[config.mk]
export PLATFORM = sky130hd
export DESIGN_NAME = lowhalf_interleave
export DESIGN_NICKNAME = d
export VERILOG_FILES = /design/src/rtl/lhi_pkg.sv /design/src/rtl/lhi_lane.sv /design/src/rtl/lhi_upper.sv /design/src/rtl/lowhalf_interleave.sv
export SDC_FILE = /design/constraint.sdc
export NUM_CORES = 1
export LEC_CHECK = 0
export BUFFER_PORTS_ARGS = -buffer_cell sky130_fd_sc_hd__buf_2
export CAP_MARGIN = 20
export CORE_AREA = 2 2 400 402
export CTS_BUF_LIST = sky130_fd_sc_hd__clkbuf_2 sky130_fd_sc_hd__clkbuf_4 sky130_fd_sc_hd__clkbuf_8
export DETAILED_ROUTE_END_ITERATION = 16
export DIE_AREA = 0 0 402 404
export PLACE_DENSITY = 0.36
export REMOVE_ABC_BUFFERS = 1
export SYNTH_ARGS = -nofsm -noshare
export SYNTH_HDL_FRONTEND = slang
export SYNTH_HIERARCHICAL = 1
export SYNTH_SLANG_ARGS = --single-unit
[constraint.sdc]
create_clock -name clk -period 2.3 [get_ports clk]
set_input_delay 0.46 -clock clk [delete_from_list [all_inputs] [get_ports clk]]
set_output_delay 0.46 -clock clk [all_outputs]
set_load 0.01 [all_outputs]
[src/rtl/lhi_pkg.sv]
package lhi_pkg;

  typedef enum logic [1:0] {
    ESZ_B8  = 2'b00,
    ESZ_W16 = 2'b01,
    ESZ_D32 = 2'b10,
    ESZ_Q64 = 2'b11
  } esz_e;

  // Element width in bits for a size code.
  function automatic int unsigned esz_bits(input esz_e sz);
    return 32'd8 << sz;
  endfunction

  // Number of elements taken from each source in one lane.
  function automatic int unsigned pairs_per_lane(input int unsigned lane_w, input esz_e sz);
    return lane_w / (2 * esz_bits(sz));
  endfunction

endpackage

[src/rtl/lhi_lane.sv]
module lhi_lane
  import lhi_pkg::*;
#(
  parameter int unsigned LANE_W = 128
) (
  input  logic [LANE_W/2-1:0] a_half,
  input  logic [LANE_W/2-1:0] b_half,
  input  esz_e                esz,
  output logic [LANE_W-1:0]   lane_out
);
  localparam int unsigned NUM_SZ = 4;
  localparam int unsigned HALF_W = LANE_W / 2;

  logic [NUM_SZ*LANE_W-1:0] cand_flat;

  generate
    for (genvar k = 0; k < NUM_SZ; k++) begin : g_size
      localparam int unsigned EW    = 8 << k;
      localparam int unsigned PAIRS = HALF_W / EW;
      for (genvar i = 0; i < PAIRS; i++) begin : g_pair
        assign cand_flat[k*LANE_W + (2*i)*EW   +: EW] = a_half[i*EW +: EW];
        assign cand_flat[k*LANE_W + (2*i+1)*EW +: EW] = b_half[i*EW +: EW];
      end
    end
  endgenerate

  always_comb begin
    case (esz)
      ESZ_B8:  lane_out = cand_flat[0*LANE_W +: LANE_W];
      ESZ_W16: lane_out = cand_flat[1*LANE_W +: LANE_W];
      ESZ_D32: lane_out = cand_flat[2*LANE_W +: LANE_W];
      default: lane_out = cand_flat[3*LANE_W +: LANE_W];
    endcase
  end

endmodule

[src/rtl/lhi_upper.sv]
module lhi_upper #(
  parameter int unsigned LANE_W    = 128,
  parameter int unsigned NUM_LANES = 2
) (
  input  logic [LANE_W*NUM_LANES-1:0]     ilv_all,
  input  logic [LANE_W*(NUM_LANES-1)-1:0] old_upper,
  input  logic                            wide,
  input  logic                            clear,
  output logic [LANE_W*NUM_LANES-1:0]     merged
);
  assign merged[LANE_W-1:0] = ilv_all[LANE_W-1:0];

  generate
    for (genvar l = 1; l < NUM_LANES; l++) begin : g_lane
      always_comb begin
        if (wide)       merged[l*LANE_W +: LANE_W] = ilv_all[l*LANE_W +: LANE_W];
        else if (clear) merged[l*LANE_W +: LANE_W] = '0;
        else            merged[l*LANE_W +: LANE_W] = old_upper[(l-1)*LANE_W +: LANE_W];
      end
    end
  endgenerate

endmodule

[src/rtl/lowhalf_interleave.sv]
module lowhalf_interleave
  import lhi_pkg::*;
#(
  parameter int unsigned LANE_W    = 128,
  parameter int unsigned NUM_LANES = 2
) (
  input  logic                        clk,
  input  logic                        rst,
  input  logic                        in_valid,
  input  logic [1:0]                  elem_size,
  input  logic                        wide_mode,
  input  logic                        clear_upper,
  input  logic [LANE_W*NUM_LANES-1:0] src_a,
  input  logic [LANE_W*NUM_LANES-1:0] src_b,
  input  logic [LANE_W*NUM_LANES-1:0] dst_old,
  output logic                        out_valid,
  output logic [LANE_W*NUM_LANES-1:0] result
);
  localparam int unsigned DATA_W = LANE_W * NUM_LANES;
  localparam int unsigned HALF_W = LANE_W / 2;

  esz_e              esz;
  logic [DATA_W-1:0] ilv_all;
  logic [DATA_W-1:0] merged;

  // Named events for the assertions.
  logic ev_load;
  logic ev_keep_upper;
  logic ev_clear_upper;

  assign esz            = esz_e'(elem_size);
  assign ev_load        = in_valid;
  assign ev_keep_upper  = in_valid && !wide_mode && !clear_upper;
  assign ev_clear_upper = in_valid && !wide_mode && clear_upper;

  // Bits that by definition play no part in the result.
  logic unused_bits;
  generate
    if (NUM_LANES > 1) begin : g_unused
      logic [NUM_LANES*HALF_W*2-1:0] hi_halves;
      for (genvar l = 0; l < NUM_LANES; l++) begin : g_hi
        assign hi_halves[l*2*HALF_W +: 2*HALF_W] =
          {src_a[l*LANE_W+HALF_W +: HALF_W], src_b[l*LANE_W+HALF_W +: HALF_W]};
      end
      assign unused_bits = ^{hi_halves, dst_old[LANE_W-1:0]};
    end else begin : g_unused1
      assign unused_bits = ^{src_a[LANE_W-1:HALF_W], src_b[LANE_W-1:HALF_W],
                             dst_old, wide_mode, clear_upper};
    end
  endgenerate

  generate
    for (genvar l = 0; l < NUM_LANES; l++) begin : g_lane
      lhi_lane #(.LANE_W(LANE_W)) i_lane (
        .a_half  (src_a[l*LANE_W +: HALF_W]),
        .b_half  (src_b[l*LANE_W +: HALF_W]),
        .esz     (esz),
        .lane_out(ilv_all[l*LANE_W +: LANE_W])
      );
    end

    if (NUM_LANES > 1) begin : g_upper
      lhi_upper #(.LANE_W(LANE_W), .NUM_LANES(NUM_LANES)) i_upper (
        .ilv_all  (ilv_all),
        .old_upper(dst_old[DATA_W-1:LANE_W]),
        .wide     (wide_mode),
        .clear    (clear_upper),
        .merged   (merged)
      );
    end else begin : g_single
      assign merged = ilv_all;
    end
  endgenerate

  always_ff @(posedge clk) begin
    if (rst) begin
      result    <= '0;
      out_valid <= 1'b0;
    end else begin
      out_valid <= in_valid;
      if (ev_load) result <= merged;
    end
  end

  // Assertions
  logic rst_seen;
  always_ff @(posedge clk) rst_seen <= rst;

  p_reset_clear_r10: assert property (@(posedge clk) disable iff (rst)
    rst_seen |-> (!out_valid && result == '0));

  p_valid_rise_r9: assert property (@(posedge clk) disable iff (rst)
    in_valid |=> out_valid);

  p_valid_low_r9: assert property (@(posedge clk) disable iff (rst)
    !in_valid |=> !out_valid);

  p_hold_r11: assert property (@(posedge clk) disable iff (rst)
    !in_valid |=> $stable(result));

  p_a0_lowest_r2: assert property (@(posedge clk) disable iff (rst)
    ev_load |=> result[7:0] == $past(src_a[7:0]));

  p_qword_b0_r7: assert property (@(posedge clk) disable iff (rst)
    (ev_load && elem_size == 2'b11) |=> result[LANE_W-1:HALF_W] == $past(src_b[HALF_W-1:0]));

  generate
    if (NUM_LANES > 1) begin : g_upper_chk
      p_keep_upper_r5: assert property (@(posedge clk) disable iff (rst)
        ev_keep_upper |=> result[DATA_W-1:LANE_W] == $past(dst_old[DATA_W-1:LANE_W]));

      p_clear_upper_r6: assert property (@(posedge clk) disable iff (rst)
        ev_clear_upper |=> result[DATA_W-1:LANE_W] == '0);
    end
  endgenerate

endmodule

* Yosys cells after proc, flatten, opt, wreduce, memory -nomap -nowiden
Index checks and enable logic that the tools add are counted.
** Cells by class
- Eq/ne operators :: 2
- Muxes and demuxes :: 4
- Reductions and logical operators :: 1
** Operators by type and width (number)
- $pmux 120 s3 :: 2
- $mux 128 :: 2
- $eq 2x1->1 const B :: 1
- $eq 2x2->1 const B :: 1
- $logic_not 2->1 :: 1
** Storage, ports and cells
- Register bits after elaboration :: 257
- Input bits :: 775
- Output and inout bits :: 257
- Word-level logic and storage cells :: 9

* Depth between registers and ports, before layout
Gate-level depths: netlist of the first run.
- Word-level depth :: 3
- Gate-level depth with buffers :: 9
- Depth with buffers taken out :: 5

* Cells and area by module
The synthesis of the first run kept the hierarchy.
** Modules (own cells, without submodules)
- lowhalf_interleave :: instances 1, cells each 828, area each 9223.8 sq um, seq. area each 5144.9 sq um
- lhi_lane :: instances 2, cells each 250, area each 2318.5 sq um, seq. area each 0.0 sq um
- lhi_upper :: instances 1, cells each 289, area each 2299.7 sq um, seq. area each 0.0 sq um

* Worst setup path before layout of the first run
No wires, ideal clock.
- Kind :: in2reg
- Start :: in elem_size[0]
- End :: reg result[240]
- Setup time :: 0.128 ns
- Data arrival time :: 1.641 ns
- Required time :: 2.172 ns
- Setup slack :: 0.532 ns
- Stages :: 7
- Buffers on the path :: 2
- Path through :: buf_4 > nor2_4 > buf_6 > mux2_2 > a22o_1 > mux2i_1 > nor2_1
** Between the ends
- Cells in the longest elaborated chain, start to end :: 3
- Elaborated cells on any way between the ends :: 5
- Those cells by class :: 2 x eq/ne; 2 x mux; 1 x reduce/logical
** Ends and longest elaborated chain
- start, declared :: RTL line lowhalf_interleave.sv:10 : input logic [1:0] elem_size,
- $eq 2x2->1, or another cell as far along :: RTL line lhi_lane.sv:28 : case (esz)
- $pmux 120 s3 (*) :: RTL line lhi_lane.sv:28
- via ilv_all[240] :: RTL line lowhalf_interleave.sv:23 : logic [DATA_W-1:0] ilv_all;
- $mux 128 (*) :: RTL line lhi_upper.sv:16 : if (wide) merged[l*LANE_W +: LANE_W] = ilv_all[l*LANE_W +: LANE_W];
- via merged[240] :: RTL line lowhalf_interleave.sv:24 : logic [DATA_W-1:0] merged;
- end signal, assigned :: RTL line lowhalf_interleave.sv:81 : if (ev_load) result <= merged;
- end, declared :: RTL line lowhalf_interleave.sv:17 : output logic [LANE_W*NUM_LANES-1:0] result
Mark *: on every way through the listed nets, which the timed path passes. The rest lies on a longest branch.
A chain may end at the register's enable or synchronous reset.

* Final worst setup path of the first run
- Start :: reg result[131]
- End :: out result[131]
No word-level cell between the ends.

==> results of run 1 <==
worst min-delay path, delay by kind of cell:
family        cells  cell delay, ns
buf+inv           1            0.15
simple gates      1            0.07
mux               1            0.09
layout by cell type, fill, tap and decap left out, drive strengths merged, types with 4 or more instances in the layout:
cell | Yosys | layout
buf | 277 | 725
mux2i | 416 | 416
nor2 | 291 | 291
dfxtp | 257 | 257
a22o | 126 | 126
mux2 | 96 | 96
clkbuf | 17 | 93
dlygate4sd3 | 0 | 82
nand2 | 36 | 36
o21ai | 34 | 34
a21oi | 32 | 32
mux4 | 32 | 32
diode | 0 | 15
clkinv | 0 | 8
clkinvlp | 0 | 4
power breakdown:
part           total [mW]  switching, mW  internal, mW
Combinational        3.10           1.60          1.50
Sequential           4.90          0.154          4.75
Clock                6.03           2.61          3.42
Total                14.0           4.37          9.67
state kept, by name, summed over array words and instances, names as in the netlist:
| name | cells |
|---|---|
| out_valid | 1 |
| result | 256 |
path summary, 6_finish.rpt:
kind,endpoint,from,slack [ns]
worst max-delay path,result[131],result[131],0.49
worst min register to register,result[225],result[225],0.48
worst min-delay path,result[5],src_a[5],0.10
worst max register to register,result[131],result[131],1.58
cells by family (layout without fill, tap and decap cells):
logic type,count (synthesis),after routing,share of synthesized area (%)
simple gates,330,330,7.998
other cells,0,15,0
compound gates,192,192,8.873
buf+inv,294,917,14.38
mux,544,544,36.92
flops,257,257,31.84
layout make-up:
type / count / area [um2]
Antenna cell: 15 / 37.54
Clock buffer: 93 / 1155
Clock inverter: 17 / 161.4
Fill cell: 18120 / 135000
Multi-Input combinational cell: 1066 / 8692
Sequential cell: 257 / 5145
Tap cell: 2072 / 2592
Timing Repair Buffer: 807 / 5025
per-stage QoR:
step / area [um2] / total power, mW / std cells / hold WS, ns
after floorplan: 13840 / 6.262 / 1323 / 0.5279
after global placement: 20630 / 8.058 / 4120 / 0.4700
after detailed placement: 20630 / 8.061 / 4120 / 0.4755
after CTS: 22770 / 14.56 / 4312 / 0.00009159
after global routing: 22790 / 14.92 / 4318 / 0.03448
final: 22810 / 14.04 / 4327 / 0.1006
layer usage:
layer / up-vias / wire [um]
li1: 6762 / -
met1: 6546 / 34810
met2: 506 / 36160
met3: 127 / 7076
met4: 38 / 1969
met5: - / 242
==> impl_results.md, run 1 <==
* Synthesized flop and latch total at 257
* Sequential cell area fraction in the yosys report at 31.84%
* Synth top cells by count: mux2i_1, nor2_1, dfxtp_1, buf_4, a22o_1
* ANT nets after route at 0
* Yosys top cell area share at 31.84%
* DP HPWL at 63,220 um
* Setup CP Type: flip-flop to output pin
* Most common cell in the synthesized netlist: mux2i_1
* WP depth at 1
* CP delay by family, top: flip-flops
* Total CTS buffers at 58
* Slew Limit Headroom at 61.92%
* Synth area leader: dfxtp_1
* Max-Cap Viols at 0
* Synth Flop Type: dfxtp_1
* Clock root buffer: clkbuf_8
* Fraction of layout instances using a drive strength above 1 at 43.04%
* F_max at 553.0 MHz
* Deepest clock path buffer count at 3
* Synth Cell Area at 0.01616 mm2
* Via/cell ratio at 3.231
* Initial antenna violation count at 56
* Unique masters post-synth at 22
* Dpl ws at 0.1779 ns
* Max IR drop VDD at 0.3876 mV
* Ys Warns at 6
* Die area at 0.1624 mm2
* Worst hold path type: input pin to flip-flop
* Ys async rst share at 0%
* Post-CTS Resized at 0
* CP max-delay cell: dfxtp_1
* Clock transition at path regs at 0.06 ns
* Critical path endpoint category: output pin
* P_leak at 10.73 nW
* Core ar. at 0.1578 mm2
* I/O pins at 1,032
* CTS tree: yes
* DRC at 0
* Total number of vias at 13,980
* Outcome: finished clean
* Post-synth EDFFs at 0
* Synth top area cells: dfxtp_1, mux2i_1, buf_4, a22o_1, nor2_1
* Final Skew at 0 ns
* GR Util met2 at 15.10%
* # rows at 146
* Finish-stage setup viols at 0
* Total Wirelength at 80,260 um
* Startpoint types: flip-flop
* Grt peak-use layer: met2
* DR iter-0 viols at 510
* DR pass1 iterations at 4
* Required time of the critical path at 1.84 ns
* Worst path arrival time at 1.35 ns
* Fin. Hold Viols at 0
* CTS H-tree depth at 2
* GRT Resource Usage Total at 9.375%
* Initial Util at 10.24%
* Fin crit period at 1.808 ns
* Pin count of the biggest net entering global routing at 69
* Worst Hold Depth at 3
* Bufs and invs on worst path at 1
* First-pass GRT wire length at 108,800 um
* Max-slew violations at 0
* Max FO, Critical Path at 2
* PwrDens at 615.5 mW/mm2
* # port buffers at 647
* Vias in the first global route at 14,270
* Global Route met3 Usage at 3.596%
* R2R cell count at 2
* Critical path, cell by cell: buf_2
* Wirelength per Cell at 18.55 um
* Layout area overhead at 41.13%
* Worst skew pair latency at 0.72 ns
* Buffer count from post-CTS setup fixing at 0
* Fin util at 14.45%
* DIE HEIGHT at 404 um
* Final weighted congestion in routability-driven placement at 0.7466
* Setup TNS at 0 ns
* Period utilization at 78.62%
* Nets at 2,965
* Grt total ovfl at 0
* Die X-Extent at 402 um
* CP max stage delay at 0.46 ns
* Syn Inst Count at 1,617
* Unrepaired setup endpoints after global routing: no
* Cts hold-fix bufs at 82
* Worst-Margin Slew at 0.5553 ns
* CTS Sinks at 257
* Met1 usage at 11.54%
* Fin worst setup slack at 0.4917 ns
* Avg Inst Size Synth at 9.994 um2
Power figures use the tool's default switching activity.
==> inputs of run 2 (changes only) <==
ABC_AREA = 1   (was default)
CORE_AREA = 2 2 398 400   (was 2 2 400 402)
DIE_AREA = 0 0 400 402   (was 0 0 402 404)
PLACE_DENSITY = 0.37   (was 0.36)
clock period = 1.7 ns   (was 2.3 ns; I/O delays follow)
==> run 2 against run 1 <==
Setup slack worse by 0.46 ns. Clock skew stayed put. Final area is 21% higher. Core utilization is 3.1 points higher. Hold slack better by 0.015 ns. Area after synthesis is 7.4% higher. Clock power is 49% higher. Global-route usage is 1.6 points higher. Wire length is 16% higher.
==> impl_results.md, run 2 <==
* Final weighted congestion in routability-driven placement at 0.8031 (was 0.7466)
* Multi-input gate area at 0.008796 mm2 (was 0.008692 mm2)
* Total number of vias at 21,120 (was 13,980)
* Ys Warns at 6 (unchanged)
* Synth area leader: nand2_1 (was dfxtp_1)
* Syn Inst Count at 3,108 (was 1,617)
* Critical path endpoint category: flip-flop (was output pin)
* Biggest regs: result x256, out_valid x1 (unchanged)
* Worst Hold Depth at 7 (was 3)
* Outcome: finished clean (unchanged)
* Layout area overhead at 58.49% (was 41.13%)
* CP max-delay cell: dlygate4sd3_1 (was dfxtp_1)
* # rows at 146 (unchanged)
* Worst-Margin Slew at 0.5590 ns (was 0.5553 ns)
* CTS H-tree depth at 2 (unchanged)
* Final Skew at 0 ns (unchanged)
* Worst setup startpoint: elem_size[0] (was result[131])
* GRT Resource Usage Total at 10.97% (was 9.375%)
* Unrepaired setup endpoints after global routing: no (unchanged)
* Dpl ws at -0.1715 ns (was 0.1779 ns)
* Fraction of layout instances using a drive strength above 1 at 23.61% (was 43.04%)
* Multiplexer area fraction after synthesis at 0% (was 36.92%)
* R2R cell count at 3 (was 2)
* DIE HEIGHT at 402 um (was 404 um)
* Clock root buffer: clkbuf_8 (unchanged)
* P_sw at 6.722 mW (was 4.365 mW)
* Finish-stage setup viols at 0 (unchanged)
* Sequential cell area fraction in the yosys report at 29.64% (was 31.84%)
* Yosys top cell area share at 30.88% (was 31.84%)
* Core ar. at 0.1571 mm2 (was 0.1578 mm2)
* Grt total ovfl at 0 (unchanged)
* Synth Cell Area at 0.01736 mm2 (was 0.01616 mm2)
* Internal power at 14.35 mW (was 9.673 mW)
* Main combinational cell family by area after synthesis: simple AND/OR/NAND/NOR gates (was multiplexers)
* Max-slew violations at 0 (unchanged)
* Deepest clock path buffer count at 3 (unchanged)
* Synth top cells by count: nand2_1, nor2_1, inv_1, dfxtp_1, nand3_1 (was mux2i_1, nor2_1, dfxtp_1, buf_4, a22o_1)
* F_max at 600.5 MHz
* Clock share of power at 42.8% (was 43.0%)
* ANT nets after route at 0 (unchanged)
* Largest register FFs at 256 (unchanged)
* Nets at 4,714 (was 2,965)
* Post-route cell area at 0.02751 mm2 (was 0.02281 mm2)
* HP Start: dst_old[131] (was src_a[5])
* Critical path, cell by cell: buf_4, buf_12, nand2_2, clkinv_1, buf_12, buf_12, nand2_1, nand3_1, dlygate4sd3_1, inv_1, nand2_1, nand2_1, nor2_1 (was buf_2)
* Reg area at 0.005180 mm2 (was 0.005145 mm2)
* Clock transition at path regs at 0.06 ns (about the same)
* Synth Area in Adders at 0% (unchanged)
* Startpoint types: input pin (was flip-flop)
* Min Hold Slack at 0.1154 ns (was 0.1006 ns)
* CP delay by family, top: buffers and inverters (was flip-flops)
* Die X-Extent at 400 um (was 402 um)
* Fin crit period at 1.665 ns
* Synth Flop Type: dfxtp_1 (unchanged)
* Most frequent cells in the layout: nand2_1, buf_2, nor2_1 (was buf_2, mux2i_1, nor2_1)
* Ys async rst share at 0% (unchanged)
* Fin. Hold Viols at 0 (unchanged)
* Most common cell in the synthesized netlist: nand2_1 (was mux2i_1)
* Max-Cap Viols at 0 (unchanged)
* Initial antenna violation count at 67 (was 56)
* Required time of the critical path at 2.30 ns (was 1.84 ns)
* First-pass GRT wire length at 130,800 um (was 108,800 um)
* Compound-Gate Fraction of Synth Area at 0.6920% (was 8.873%)
* Worst path arrival time at 2.26 ns (was 1.35 ns)
* Pin count of the biggest net entering global routing at 91 (was 69)
* Wirelength per Cell at 15.29 um (was 18.55 um)
* DP HPWL at 71,870 um (was 63,220 um)
* DR pass1 iterations at 7 (was 4)
* Largest reg by FF count: result (unchanged)
* CTS tree: yes (unchanged)
* DR iter-0 viols at 1,086 (was 510)
* Total CTS buffers at 60 (was 58)
* PwrDens at 765.9 mW/mm2 (was 615.5 mW/mm2)
* Avg Inst Size Synth at 5.585 um2 (was 9.994 um2)
* Reg power frac at 31.9% (was 34.9%)
* Max IR drop VDD at 0.4523 mV (was 0.3876 mV)
* Dpl cell area at 0.02255 mm2 (was 0.02063 mm2)
* Post-synthesis simple-gate area fraction at 49.79% (was 7.998%)
* Post-synth EDFFs at 0 (unchanged)
* Initial Util at 11.05% (was 10.24%)
* Combinational share of power at 25.4% (was 22.1%)
* CTS Sinks at 257 (unchanged)
* # fillers at 18,430 (was 18,120)
* Total power at 21.07 mW (was 14.04 mW)
* Commonest non-fill, non-tap cell in the layout: nand2_1 (was buf_2)
* CP max stage delay at 0.57 ns (was 0.46 ns)
* Bufs and invs on worst path at 7 (was 1)
* # port buffers at 647 (unchanged)
* Total Wirelength at 93,070 um (was 80,260 um)
* Synth top area cells: nand2_1, dfxtp_1, nor2_1, buf_4, nand3_1 (was dfxtp_1, mux2i_1, buf_4, a22o_1, nor2_1)
* WP depth at 13 (was 1)
* Via/cell ratio at 3.470 (was 3.231)
* P_leak at 14.58 nW (was 10.73 nW)
* Synthesized flop and latch total at 257 (unchanged)
* Max FO, Critical Path at 16 (was 2)
* Worst skew pair latency at 0.70 ns (was 0.72 ns)
* Period utilization at 97.96%
* Sw Ratio at 31.90% (was 31.10%)
* Slew Limit Headroom at 62.69% (was 61.92%)
* I/O pins at 1,032 (unchanged)
* Reg2reg start: result[77] (was result[131])
* Post-Synth XOR/XNOR Area at 0% (unchanged)
* Vias in the first global route at 20,150 (was 14,270)
* Setup CP Type: input pin to flip-flop (was flip-flop to output pin)
* Worst hold path type: input pin to flip-flop (unchanged)
* Unique masters post-synth at 16 (was 22)
* DRC at 0 (unchanged)
* Fin worst setup slack at 0.03461 ns (was 0.4917 ns)
* Die area at 0.1608 mm2 (was 0.1624 mm2)
## run 2: routing by layer
metal	up-vias	track usage, %	share of wire, %
li1	10800	-	-
met1	9516	13.65	43
met2	608	17.46	44
met3	163	3.831	9.5
met4	34	3.706	2.8
met5	-	0	0.22
## run 2: what timing repair did
item | in CTS | in global routing
endpoints found under the setup margin | 40 | 1
setup buffers | 0 | 0
gates resized for setup | 69 | 1
hold endpoints to repair | 245 | 0
hold buffers | 327 | 0
## run 2: worst paths after layout
check,to,slack (ns)
max,result[93],0.03
min,result[131],0.12
min reg2reg,result[249],0.47
max reg2reg,result[77],0.59
## run 2: final cells by class
class / count / share of cell area (%)
multi-input combinational: 2228 / 31.97
timing repair buffer: 1116 / 30.45
sequential: 257 / 18.83
tap: 2072 / 9.424
clock buffer: 92 / 4.262
inverter: 276 / 3.793
clock inverter: 17 / 1.001
antenna: 29 / 0.2638
## run 2: worst min-delay path, stage by stage
cell and delay [ns]:
buf_2 0.07, nand2_1 0.08, nand2_1 0.07, inv_1 0.03, nand2_1 0.05, nand2_1 0.04, nor2_1 0.07
## run 2: metrics by stage
| step | utilization [%] | std cells | TNS (ns) |
|---|---|---|---|
| finish | 17.51 | 6087 | 0 |
| global route | 17.48 | 6070 | 0 |
| CTS | 17.46 | 6058 | -0.03046 |
| detailed placement | 14.36 | 5622 | -7.935 |
| global placement | 14.36 | 5622 | -8.132 |
| floorplan | - | 2761 | -708.18 |
## run 2: power by group through the flow
stage	Combinational, mW	Clock (mW)	Sequential (mW)
after floorplan	1.89	0	7.02
after global placement	4.68	0	6.82
after detailed placement	4.67	0	6.83
after CTS	5.43	9.56	6.72
after global routing	5.96	9.76	6.77
final	5.34	9.01	6.72
## run 2: cell families (layout without fill, tap and decap cells)
kind of cell    count (synthesis)  after routing
compound gates                 24             24
buf+inv                       623           1501
flops                         257            257
other cells                     0             29
simple gates                 2204           2204
==> inputs of run 3 (changes only) <==
==> constraint.sdc (replaced) <==
create_clock -name clk -period 1.7 [get_ports clk]
set_input_delay 0.085 -clock clk [delete_from_list [all_inputs] [get_ports clk]]
set_output_delay 0.085 -clock clk [all_outputs]
set_load 0.01 [all_outputs]
==> run 3 against run 2 <==
Sequential share of layout area shrank 0.84 points. Non-clock buffer count is 136 higher. Clock power down 6.5%. Critical path depth down 9. Clock skew stayed put. Combinational power up 6.2%. Clock-buffer cell count rose by 6.
==> impl_results.md, run 3 (same netlist as run 2, synthesis figures left out) <==
* Outcome: finished clean (unchanged)
* Worst setup startpoint: result[74] (was elem_size[0])
* Slew Limit Headroom at 57.83% (was 62.69%)
* Fin crit period at 1.644 ns (was 1.665 ns)
* Worst path arrival time at 2.26 ns (about the same)
* I/O pins at 1,032 (unchanged)
* Unrepaired setup endpoints after global routing: no (unchanged)
* Pin count of the biggest net entering global routing at 70 (was 91)
* Final Skew at 0 ns (unchanged)
* Fin worst setup slack at 0.05573 ns (was 0.03461 ns)
* Sw Ratio at 32.38% (was 31.90%)
* PwrDens at 727.2 mW/mm2 (was 765.9 mW/mm2)
* Largest reg by FF count: result (unchanged)
* Clock transition at path regs at 0.06 ns (about the same)
* Combinational share of power at 27.3% (was 25.4%)
* Critical path endpoint category: flip-flop (unchanged)
* Max FO, Critical Path at 2 (was 16)
* Worst skew pair latency at 0.74 ns (was 0.70 ns)
* CTS tree: yes (unchanged)
* Clock root buffer: clkbuf_8 (unchanged)
* Max-slew violations at 0 (unchanged)
* Initial antenna violation count at 65 (was 67)
* Deepest clock path buffer count at 3 (unchanged)
* Final weighted congestion in routability-driven placement at 0.7931 (was 0.8031)
* Layout area overhead at 64.74% (was 58.49%)
* Core ar. at 0.1571 mm2 (unchanged)
* Startpoint types: flip-flop (was input pin)
* HP Start: src_b[145] (was dst_old[131])
* DR iter-0 viols at 1,106 (was 1,086)
* Internal power at 14.06 mW (was 14.35 mW)
* Dpl ws at -0.1283 ns (was -0.1715 ns)
* P_leak at 15.10 nW (was 14.58 nW)
* Setup TNS at 0 ns (unchanged)
* Grt total ovfl at 0 (unchanged)
* Vias in the first global route at 21,220 (was 20,150)
* DR pass1 iterations at 5 (was 7)
* P_sw at 6.733 mW (was 6.722 mW)
* ANT nets after route at 0 (unchanged)
* Die area at 0.1608 mm2 (unchanged)
* DRC at 0 (unchanged)
* Fin util at 18.20% (was 17.51%)
* F_max at 608.2 MHz (was 600.5 MHz)
* Worst hold path type: input pin to flip-flop (unchanged)
* Fraction of layout instances using a drive strength above 1 at 21.03% (was 23.61%)
* Worst-Margin Slew at 0.6326 ns (was 0.5590 ns)
* Largest register FFs at 256 (unchanged)
* Finish-stage setup viols at 0 (unchanged)
* Total CTS buffers at 59 (was 60)
* GRT Resource Usage Total at 11.33% (was 10.97%)
* First-pass GRT wire length at 135,900 um (was 130,800 um)
* Die X-Extent at 400 um (unchanged)
* Period utilization at 96.72% (was 97.96%)
* # port buffers at 647 (unchanged)
* Total number of vias at 21,930 (was 21,120)
* Reg power frac at 32.2% (was 31.9%)
* Nets at 4,849 (was 4,714)
* Commonest non-fill, non-tap cell in the layout: nand2_1 (unchanged)
* Max IR drop VDD at 0.5368 mV (was 0.4523 mV)
* CTS Sinks at 257 (unchanged)
* Most frequent cells in the layout: nand2_1, buf_2, nor2_1 (unchanged)
* Clock share of power at 40.5% (was 42.8%)
* CTS H-tree depth at 2 (unchanged)
* Required time of the critical path at 2.32 ns (was 2.30 ns)
* # rows at 146 (unchanged)
* Setup CP Type: flip-flop to flip-flop (was input pin to flip-flop)
* Max-Cap Viols at 0 (unchanged)
* Total Wirelength at 95,140 um (was 93,070 um)
* Fin. Hold Viols at 0 (unchanged)
* DIE HEIGHT at 402 um (unchanged)
* Reg2reg start: result[74] (was result[77])
* DP HPWL at 71,390 um (was 71,870 um)
* Via/cell ratio at 3.528 (was 3.470)
* Biggest regs: result x256, out_valid x1 (unchanged)
* Initial Util at 11.05% (unchanged)
* Wirelength per Cell at 15.31 um (was 15.29 um)
-- run 3: routing by layer --
metal  wire [um]  GRT usage, %
met1       40620         13.60
met3        9629         4.859
met2       42390         18.38
met4        2169         2.911
met5         333             0
-- run 3: critical path, stage by stage, from the launching register on --
cell	delay, ns
dfxtp_1	0.31
nor2_1	0.07
dlygate4sd3_1	0.55
nor2_1	0.04
dlygate4sd3_1	0.55
-- run 3: power by group through the flow --
stage	combinational (mW)	sequential, mW	clock, mW
finish	5.67	6.70	8.42
floorplan	1.89	7.02	0
detailed placement	4.53	6.83	0
global route	6.33	6.75	9.10
global placement	4.53	6.82	0
CTS	5.74	6.71	8.89
-- run 3: timing repair --
item	4_1_cts	5_1_grt
buffers inserted	0	0
gates resized for setup	0	2
setup endpoints to repair	0	2
hold buffers	513	0
endpoints found under the hold margin	257	0
-- run 3: worst paths after layout --
check	endpoint	slack (ns)	cells past startpoint
hold reg to reg	result[13]	0.47	2
setup / recovery	result[74]	0.06	4
setup reg to reg	result[74]	0.06	4
hold / removal	result[169]	0.08	9
-- run 3: final cells by class --
class	instances	area, um2
sequential	257	5145
fill	18390	128500
clock inverter	11	147.6
inverter	276	1044
antenna	21	52.55
multi-input combinational	2228	8801
tap	2072	2592
clock buffer	98	1205
timing repair buffer	1252	9609
-- run 3: per-stage QoR --
step | hold WS (ns) | power [mW] | area (um2) | instances
finish | 0.08413 | 20.79 | 28600 | 6215
global route | 0.06184 | 22.18 | 28560 | 6200
CTS | 0.01381 | 21.34 | 28530 | 6194
detailed placement | 0.3388 | 11.36 | 22030 | 5572
global placement | 0.3355 | 11.35 | 22030 | 5572
floorplan | 0.1562 | 8.914 | 14940 | 2761
